==> src/rtl/gpx_pkg.sv <==
package gpx_pkg;
    localparam int NLINES = 16;
    localparam int SENSE_W = 2 * NLINES;

    localparam logic [7:0] A_PU_HI   = 8'h06;
    localparam logic [7:0] A_PU_LO   = 8'h07;
    localparam logic [7:0] A_PD_HI   = 8'h08;
    localparam logic [7:0] A_PD_LO   = 8'h09;
    localparam logic [7:0] A_OD_HI   = 8'h0A;
    localparam logic [7:0] A_OD_LO   = 8'h0B;
    localparam logic [7:0] A_POL_HI  = 8'h0C;
    localparam logic [7:0] A_POL_LO  = 8'h0D;
    localparam logic [7:0] A_DIR_HI  = 8'h0E;
    localparam logic [7:0] A_DIR_LO  = 8'h0F;
    localparam logic [7:0] A_DAT_HI  = 8'h10;
    localparam logic [7:0] A_DAT_LO  = 8'h11;
    localparam logic [7:0] A_MSK_HI  = 8'h12;
    localparam logic [7:0] A_MSK_LO  = 8'h13;
    localparam logic [7:0] A_SNS_3   = 8'h14;
    localparam logic [7:0] A_SNS_2   = 8'h15;
    localparam logic [7:0] A_SNS_1   = 8'h16;
    localparam logic [7:0] A_SNS_0   = 8'h17;
    localparam logic [7:0] A_SRC_HI  = 8'h18;
    localparam logic [7:0] A_SRC_LO  = 8'h19;
    localparam logic [7:0] A_CLK     = 8'h1E;
    localparam logic [7:0] A_MISC    = 8'h1F;
    localparam logic [7:0] A_KEY     = 8'h7D;

    localparam logic [7:0] KEY_FIRST  = 8'h12;
    localparam logic [7:0] KEY_SECOND = 8'h34;
    localparam logic [7:0] AUX_HIGH   = 8'h1F;
    localparam logic [7:0] AUX_LOW    = 8'h10;

    typedef struct packed {
        logic [NLINES-1:0]  pu;
        logic [NLINES-1:0]  pd;
        logic [NLINES-1:0]  od;
        logic [NLINES-1:0]  pol;
        logic [NLINES-1:0]  dir;
        logic [NLINES-1:0]  data;
        logic [NLINES-1:0]  mask;
        logic [SENSE_W-1:0] sense;
        logic [NLINES-1:0]  src;
        logic [7:0]         clk_cfg;
        logic [7:0]         misc;
        logic               armed;
        logic [7:0]         rdata;
    } regs_t;

    localparam regs_t REGS_RST = '{
        pu: '0, pd: '0, od: '0, pol: '0,
        dir: '1, data: '1, mask: '1,
        sense: '0, src: '0,
        clk_cfg: 8'h00, misc: 8'h00,
        armed: 1'b0, rdata: 8'h00
    };
endpackage

==> src/rtl/gpx_sync.sv <==
module gpx_sync #(
    parameter int W      = 16,
    parameter int STAGES = 2
) (
    input  logic         clk,
    input  logic         rst_n,
    input  logic [W-1:0] din,
    output logic [W-1:0] dout
);
    logic [STAGES-1:0][W-1:0] st_d, st_q;

    always_comb begin
        st_d[0] = din;
        for (int s = 1; s < STAGES; s++) begin
            st_d[s] = st_q[s-1];
        end
    end

    always_ff @(posedge clk or negedge rst_n) begin
        if (!rst_n) st_q <= '0;
        else        st_q <= st_d;
    end

    assign dout = st_q[STAGES-1];
endmodule

==> src/rtl/gpx_edge.sv <==
module gpx_edge #(
    parameter int N = 16
) (
    input  logic           clk,
    input  logic           rst_n,
    input  logic [N-1:0]   lvl,
    input  logic [2*N-1:0] sense,
    input  logic [N-1:0]   mask,
    output logic [N-1:0]   hit
);
    logic [N-1:0] prev_d, prev_q;

    assign prev_d = lvl;

    always_ff @(posedge clk or negedge rst_n) begin
        if (!rst_n) prev_q <= '0;
        else        prev_q <= prev_d;
    end

    for (genvar i = 0; i < N; i++) begin : g_line
        logic rise, fall;
        assign rise   = lvl[i] & ~prev_q[i];
        assign fall   = ~lvl[i] & prev_q[i];
        assign hit[i] = ~mask[i] & ((sense[2*i] & rise) | (sense[2*i+1] & fall));
    end
endmodule

==> src/rtl/gpio_expander_core.sv <==
module gpio_expander_core
    import gpx_pkg::*;
(
    input  logic              clk,
    input  logic              rst_n,
    input  logic [7:0]        reg_addr,
    input  logic [7:0]        reg_wdata,
    input  logic              reg_wr,
    input  logic              reg_rd,
    output logic [7:0]        reg_rdata,
    input  logic [NLINES-1:0] pad_in,
    output logic [NLINES-1:0] pad_out,
    output logic [NLINES-1:0] pad_oe,
    output logic [NLINES-1:0] pad_pu,
    output logic [NLINES-1:0] pad_pd,
    output logic              aux_out,
    output logic              aux_oe,
    output logic              irq_n
);
    regs_t q, d;
    logic [NLINES-1:0] lvl, hit, clr, drive;
    logic              key_fire;
    logic [7:0]        rd_mux, keep_rd;

    gpx_sync #(.W(NLINES), .STAGES(2)) u_sync (
        .clk(clk), .rst_n(rst_n), .din(pad_in), .dout(lvl)
    );

    gpx_edge #(.N(NLINES)) u_edge (
        .clk(clk), .rst_n(rst_n), .lvl(lvl), .sense(q.sense),
        .mask(q.mask), .hit(hit)
    );

    always_comb begin
        logic [NLINES-1:0] pin_view;
        pin_view = lvl ^ q.pol;
        case (reg_addr)
            A_PU_HI:  rd_mux = q.pu[15:8];
            A_PU_LO:  rd_mux = q.pu[7:0];
            A_PD_HI:  rd_mux = q.pd[15:8];
            A_PD_LO:  rd_mux = q.pd[7:0];
            A_OD_HI:  rd_mux = q.od[15:8];
            A_OD_LO:  rd_mux = q.od[7:0];
            A_POL_HI: rd_mux = q.pol[15:8];
            A_POL_LO: rd_mux = q.pol[7:0];
            A_DIR_HI: rd_mux = q.dir[15:8];
            A_DIR_LO: rd_mux = q.dir[7:0];
            A_DAT_HI: rd_mux = pin_view[15:8];
            A_DAT_LO: rd_mux = pin_view[7:0];
            A_MSK_HI: rd_mux = q.mask[15:8];
            A_MSK_LO: rd_mux = q.mask[7:0];
            A_SNS_3:  rd_mux = q.sense[31:24];
            A_SNS_2:  rd_mux = q.sense[23:16];
            A_SNS_1:  rd_mux = q.sense[15:8];
            A_SNS_0:  rd_mux = q.sense[7:0];
            A_SRC_HI: rd_mux = q.src[15:8];
            A_SRC_LO: rd_mux = q.src[7:0];
            A_CLK:    rd_mux = q.clk_cfg;
            A_MISC:   rd_mux = q.misc;
            default:  rd_mux = 8'h00;
        endcase
    end

    always_comb begin
        d        = q;
        clr      = '0;
        key_fire = 1'b0;
        if (reg_wr) begin
            case (reg_addr)
                A_PU_HI:  d.pu[15:8]     = reg_wdata;
                A_PU_LO:  d.pu[7:0]      = reg_wdata;
                A_PD_HI:  d.pd[15:8]     = reg_wdata;
                A_PD_LO:  d.pd[7:0]      = reg_wdata;
                A_OD_HI:  d.od[15:8]     = reg_wdata;
                A_OD_LO:  d.od[7:0]      = reg_wdata;
                A_POL_HI: d.pol[15:8]    = reg_wdata;
                A_POL_LO: d.pol[7:0]     = reg_wdata;
                A_DIR_HI: d.dir[15:8]    = reg_wdata;
                A_DIR_LO: d.dir[7:0]     = reg_wdata;
                A_DAT_HI: d.data[15:8]   = reg_wdata;
                A_DAT_LO: d.data[7:0]    = reg_wdata;
                A_MSK_HI: d.mask[15:8]   = reg_wdata;
                A_MSK_LO: d.mask[7:0]    = reg_wdata;
                A_SNS_3:  d.sense[31:24] = reg_wdata;
                A_SNS_2:  d.sense[23:16] = reg_wdata;
                A_SNS_1:  d.sense[15:8]  = reg_wdata;
                A_SNS_0:  d.sense[7:0]   = reg_wdata;
                A_SRC_HI: clr[15:8]      = reg_wdata;
                A_SRC_LO: clr[7:0]       = reg_wdata;
                A_CLK:    d.clk_cfg      = reg_wdata;
                A_MISC:   d.misc         = reg_wdata;
                A_KEY: begin
                    key_fire = q.armed && (reg_wdata == KEY_SECOND);
                    d.armed  = (reg_wdata == KEY_FIRST);
                end
                default: ;
            endcase
        end
        // a fresh edge outranks a clear in the same cycle
        d.src = (q.src & ~clr) | hit;
        if (reg_rd) d.rdata = rd_mux;
        keep_rd = d.rdata;
        if (key_fire) begin
            d       = REGS_RST;
            d.rdata = keep_rd;
        end
    end

    always_ff @(posedge clk or negedge rst_n) begin
        if (!rst_n) q <= REGS_RST;
        else        q <= d;
    end

    assign drive     = q.data ^ q.pol;
    assign pad_out   = drive & ~q.od;
    assign pad_oe    = ~q.dir & ~(q.od & drive);
    assign pad_pu    = q.pu;
    assign pad_pd    = q.pd;
    assign aux_oe    = (q.clk_cfg == AUX_HIGH) || (q.clk_cfg == AUX_LOW);
    assign aux_out   = (q.clk_cfg == AUX_HIGH);
    assign irq_n     = ~|q.src;
    assign reg_rdata = q.rdata;

    // a newly set source bit must come from a line unmasked the cycle before
    p_masked_silent_r8: assert property (@(posedge clk) disable iff (!rst_n)
        ((q.src & ~$past(q.src) & $past(q.mask)) == '0));

    // a one written to the low source byte clears it unless an edge hit
    p_w1c_r9: assert property (@(posedge clk) disable iff (!rst_n)
        (reg_wr && reg_addr == A_SRC_LO) |=>
        ((q.src[7:0] & $past(reg_wdata) & ~$past(hit[7:0])) == 8'h00));

    // the interrupt only falls after an edge hit
    p_irq_cause_r10: assert property (@(posedge clk) disable iff (!rst_n)
        $fell(irq_n) |-> $past(|hit));

    // the high code turns the spare pin into a driven high output
    p_aux_high_r11: assert property (@(posedge clk) disable iff (!rst_n)
        (reg_wr && reg_addr == A_CLK && reg_wdata == AUX_HIGH) |=> (aux_oe && aux_out));

    // the completed key restores masks, directions and sources
    p_key_reset_r12: assert property (@(posedge clk) disable iff (!rst_n)
        (reg_wr && reg_addr == A_KEY && reg_wdata == KEY_SECOND && q.armed) |=>
        (q.mask == '1 && q.dir == '1 && q.src == '0 && pad_oe == '0));
endmodule

==> config.mk <==
export PLATFORM = sky130hd
export DESIGN_NAME = gpio_expander_core
export DESIGN_NICKNAME = d
export VERILOG_FILES = /design/src/rtl/gpx_pkg.sv /design/src/rtl/gpx_sync.sv /design/src/rtl/gpx_edge.sv /design/src/rtl/gpio_expander_core.sv
export SDC_FILE = /design/constraint.sdc
export NUM_CORES = 1
export LEC_CHECK = 0
export ABC_AREA = 1
export BUFFER_PORTS_ARGS = -buffer_cell sky130_fd_sc_hd__buf_2
export CAP_MARGIN = 20
export CORE_UTILIZATION = 54
export DETAILED_ROUTE_END_ITERATION = 12
export PLACE_DENSITY = 0.74
export SETUP_SLACK_MARGIN = 0.2
export SLEW_MARGIN = 20
export SYNTH_ARGS = -nofsm -noshare
export SYNTH_HDL_FRONTEND = slang
export SYNTH_SLANG_ARGS = --single-unit
==> constraint.sdc <==
create_clock -name clk -period 1.5 [get_ports clk]
set_input_delay 0.15 -clock clk [delete_from_list [all_inputs] [get_ports clk]]
set_output_delay 0.15 -clock clk [all_outputs]
set_load 0.02 [all_outputs]
==> reports/summary.txt <==
max_slew headroom - 39.88%
final hold vios - 0
share of layout cells above drive strength 1 - 49.04%
die height - 149.8 um
Final nets - 1629
final WL - 44820 um
Worst Setup End Kind - output port
port bufs - 110
diode count - 0
CP top delay family - simple AND/OR/NAND/NOR gates
CP bufs+invs - 1
H-tree depth - 1
Pre-antenna DRT Iters - 6
slack of the critical path - -0.3662 ns
Post-Syn Instances - 1363
RD Place Congestion - 0.9807
Comb pwr share - 12.5%
violated checks - setup timing
Seq/Total Area, Yosys - 49.91%
routed vias/inst - 6.173
die area - 22450 um2
share of synthesized registers carrying an async set or reset - 100.0%
clock buffer depth - 3
skew final - 0.009808 ns
clk_lat worst skew - 0.54 ns
post-synthesis mux area share - 0%
Sw Ratio - 26.70%
CP arrival - 1.72 ns
internal power - 11690 uW
CP Data Required Time - 1.35 ns
Remaining DRCs - 0
ANT nets after route - 0
CTS tree - done
leak pwr - 0.007501 uW
Seq pwr share - 43.8%
RSZ-0062 raised after global routing - true
worst slew pin tran - 0.9018 ns
startpoint types - flop
clock share of power - 43.7%
initial antenna violation count - 0
Crit Path Category - flop to output port
largest net degree at the start of global routing - 51
Ports - 111
outcome - complete, but fails checks
Sw Pwr - 4257 uW
power per cell area - 945.1 nW/um2
Crit-path slowest cell - or4_4
core area - 21220 um2
total CTS buffers - 26
final core occ - 79.50%
# Max-Cap Violations - 0
synth cell count leaders - nand2_1, dfrtp_1, nand3_1, o21ai_1, nor2_1
# clock sinks - 233
Syn Std Cell Area - 11800 um2
Placed Area - 12920 um2
post-synth top area share - 39.22%
Hold WS - 0.05677 ns
register bit total from synthesis - 233
Starting Density - 55.62%
Synth Area in Compound Gates - 11.81%
grt ovf - 0
syn avg cell area - 8.659 um2
first-pass GRT wire length - 64950 um
adder-cell area share of the yosys netlist - 0%
Min-Delay Path Class - input pin to flop
vias in the first global route - 11080
Rows - 53
dpl hpwl - 27030 um
clock-pin slew on the worst setup and hold paths - 0.06 ns
Power, Total - 15940 uW
setup violators final - 198
period utilization - 124.4%
count of cell types in the netlist - 39
Synth warnings - 0
most numerous cell in the Yosys netlist - nand2_1
GRT Overall Usage - 39.12%
Die X - 149.8 um
slowest stage delay, CP - 0.53 ns
largest area contributor in the netlist - dfrtp_1
total number of vias - 11650
Synth Area in Simple Gates - 27.27%
f_max - 535.9 MHz
main area contributors after synthesis - dfrtp_1, dfstp_2, nand2_1
Post-synth EDFFs - 0
DR WL/cell - 23.74 um
Crit Path Max Fanout - 2
Main synth FF type - dfrtp_1
Max Transition Viols Final - 0
largest family of logic cells by synthesized area - simple AND/OR/NAND/NOR gates
root buffer cell - clkbuf_16
Synth Area in XOR/XNOR - 1.929%
Final Cell Area - 16870 um2
Final Critical Period - 1.866 ns
crit path cell chain - or4_4 -> a21oi_4 -> buf_6
Syn Nets - 1399
VDD IR-drop max - 1133 uV
Synth-to-Final Area Change - 42.93%
Iteration-0 DRC Markers - 1203
==> per-stage QoR <==
step	setup WS [ns]	TNS, ns	std cells
4_1_cts	-0.3773	-8.433	1859
6_report	-0.3662	-21.04	1888
2_1_floorplan	0.07173	0	1363
5_1_grt	-0.4042	-33.73	1888
3_5_place_dp	-0.2284	-18.90	1746
3_3_place_gp	-0.2374	-12.66	1746
==> kinds of logic (layout without fill, tap and decap cells) <==
family	after synthesis	after routing
flip-flops	233	233
XOR/XNOR	26	26
AO/OA/AOI/OAI	244	244
buffers and inverters	183	413
AND/OR/NAND/NOR	677	697
==> worst min-delay path, cell delays in order <==
cell,delay (ns)
buf_2,0.09
buf_4,0.13
inv_1,0.05
nand4_1,0.06
o41ai_1,0.07
==> power by group through the flow <==
stage | sequential (uW) | combinational [uW] | clock, uW
floorplan | 6880 | 806 | 0
detailed placement | 7010 | 1400 | 0
CTS | 6930 | 1740 | 6960
finish | 6990 | 1990 | 6970
global placement | 7010 | 1370 | 0
global route | 6990 | 2100 | 7290
==> worst paths after layout <==
path	from	endpoint	slack, ns	depth (start not counted)
max in group asynchronous	rst_n	q[87]$_DFFE_PN1P_	0.73	3
worst max register to register	q[8]$_DFFE_PN0P_	q[89]$_DFFE_PN1P_	-0.21	9
worst min register to register	u_sync.st_d[28]$_DFF_PN0_	u_sync.dout[12]$_DFF_PN0_	0.34	0
worst min-delay path	reg_wdata[3]	q[8]$_DFFE_PN0P_	0.06	5
worst max-delay path	q[20]$_DFFE_PN0P_	aux_oe	-0.37	3
min in group asynchronous	rst_n	u_sync.dout[4]$_DFF_PN0_	0.11	2
==> per-layer routing <==
metal	track usage [%]	wire length, um
met1	49.62	15930
met2	61.18	20750
met3	8.811	4781
met4	23.43	3356
met5	0	0
==> registers in the layout, summed over array words and instances (netlist names) <==
| name | cells |
|---|---|
| q | 145 |
| pad_pd | 16 |
| pad_pu | 16 |
| u_edge.prev_q | 16 |
| u_sync.dout | 16 |
| u_sync.st_d | 16 |
| reg_rdata | 8 |
==> placed cells by master (no fill, tap or decap), types with 6 or more instances in the layout <==
cell | netlist | routed
or3_1 | 6 | 6
clkbuf_8 | 0 | 6
dfrtp_2 | 0 | 21
inv_1 | 79 | 76
or3b_2 | 6 | 6
nand2_8 | 0 | 53
nand2_1 | 327 | 170
a21oi_2 | 0 | 11
buf_12 | 2 | 19
buf_6 | 21 | 35
clkbuf_16 | 0 | 27
nor2_4 | 0 | 12
a21oi_1 | 29 | 14
nand4_1 | 14 | 14
o21ai_0 | 27 | 25
dfstp_2 | 48 | 48
dfrtp_1 | 185 | 164
nor2_1 | 102 | 77
nand2_4 | 41 | 48
xnor2_2 | 0 | 16
buf_4 | 41 | 116
buf_8 | 0 | 11
buf_2 | 28 | 78
o21bai_1 | 15 | 15
nand2_2 | 2 | 119
nand3_1 | 161 | 157
xor2_1 | 9 | 9
a21boi_0 | 6 | 6
o21ai_2 | 27 | 107
dlygate4sd3_1 | 0 | 20
nor2_2 | 5 | 18
o21ai_1 | 133 | 53
==> area by class of cell <==
class                   instances  area, um2
fillers                      1244       4350
multi-input cells             967       6842
inverters                      82      322.8
clock buffers                  37      773.2
repair buffers                283       2511
clock inverters                11      160.2
flip-flops and latches        233       5917
well taps                     275      344.1
==> timing repair <==
action,CTS,global route
hold endpoints to repair,237,0
gates resized for setup,343,195
gates cloned,23,0
pin swaps,72,69
hold buffers,20,0
setup buffers,22,29
setup endpoints to repair,209,227
Power figures use the tool's default switching activity.
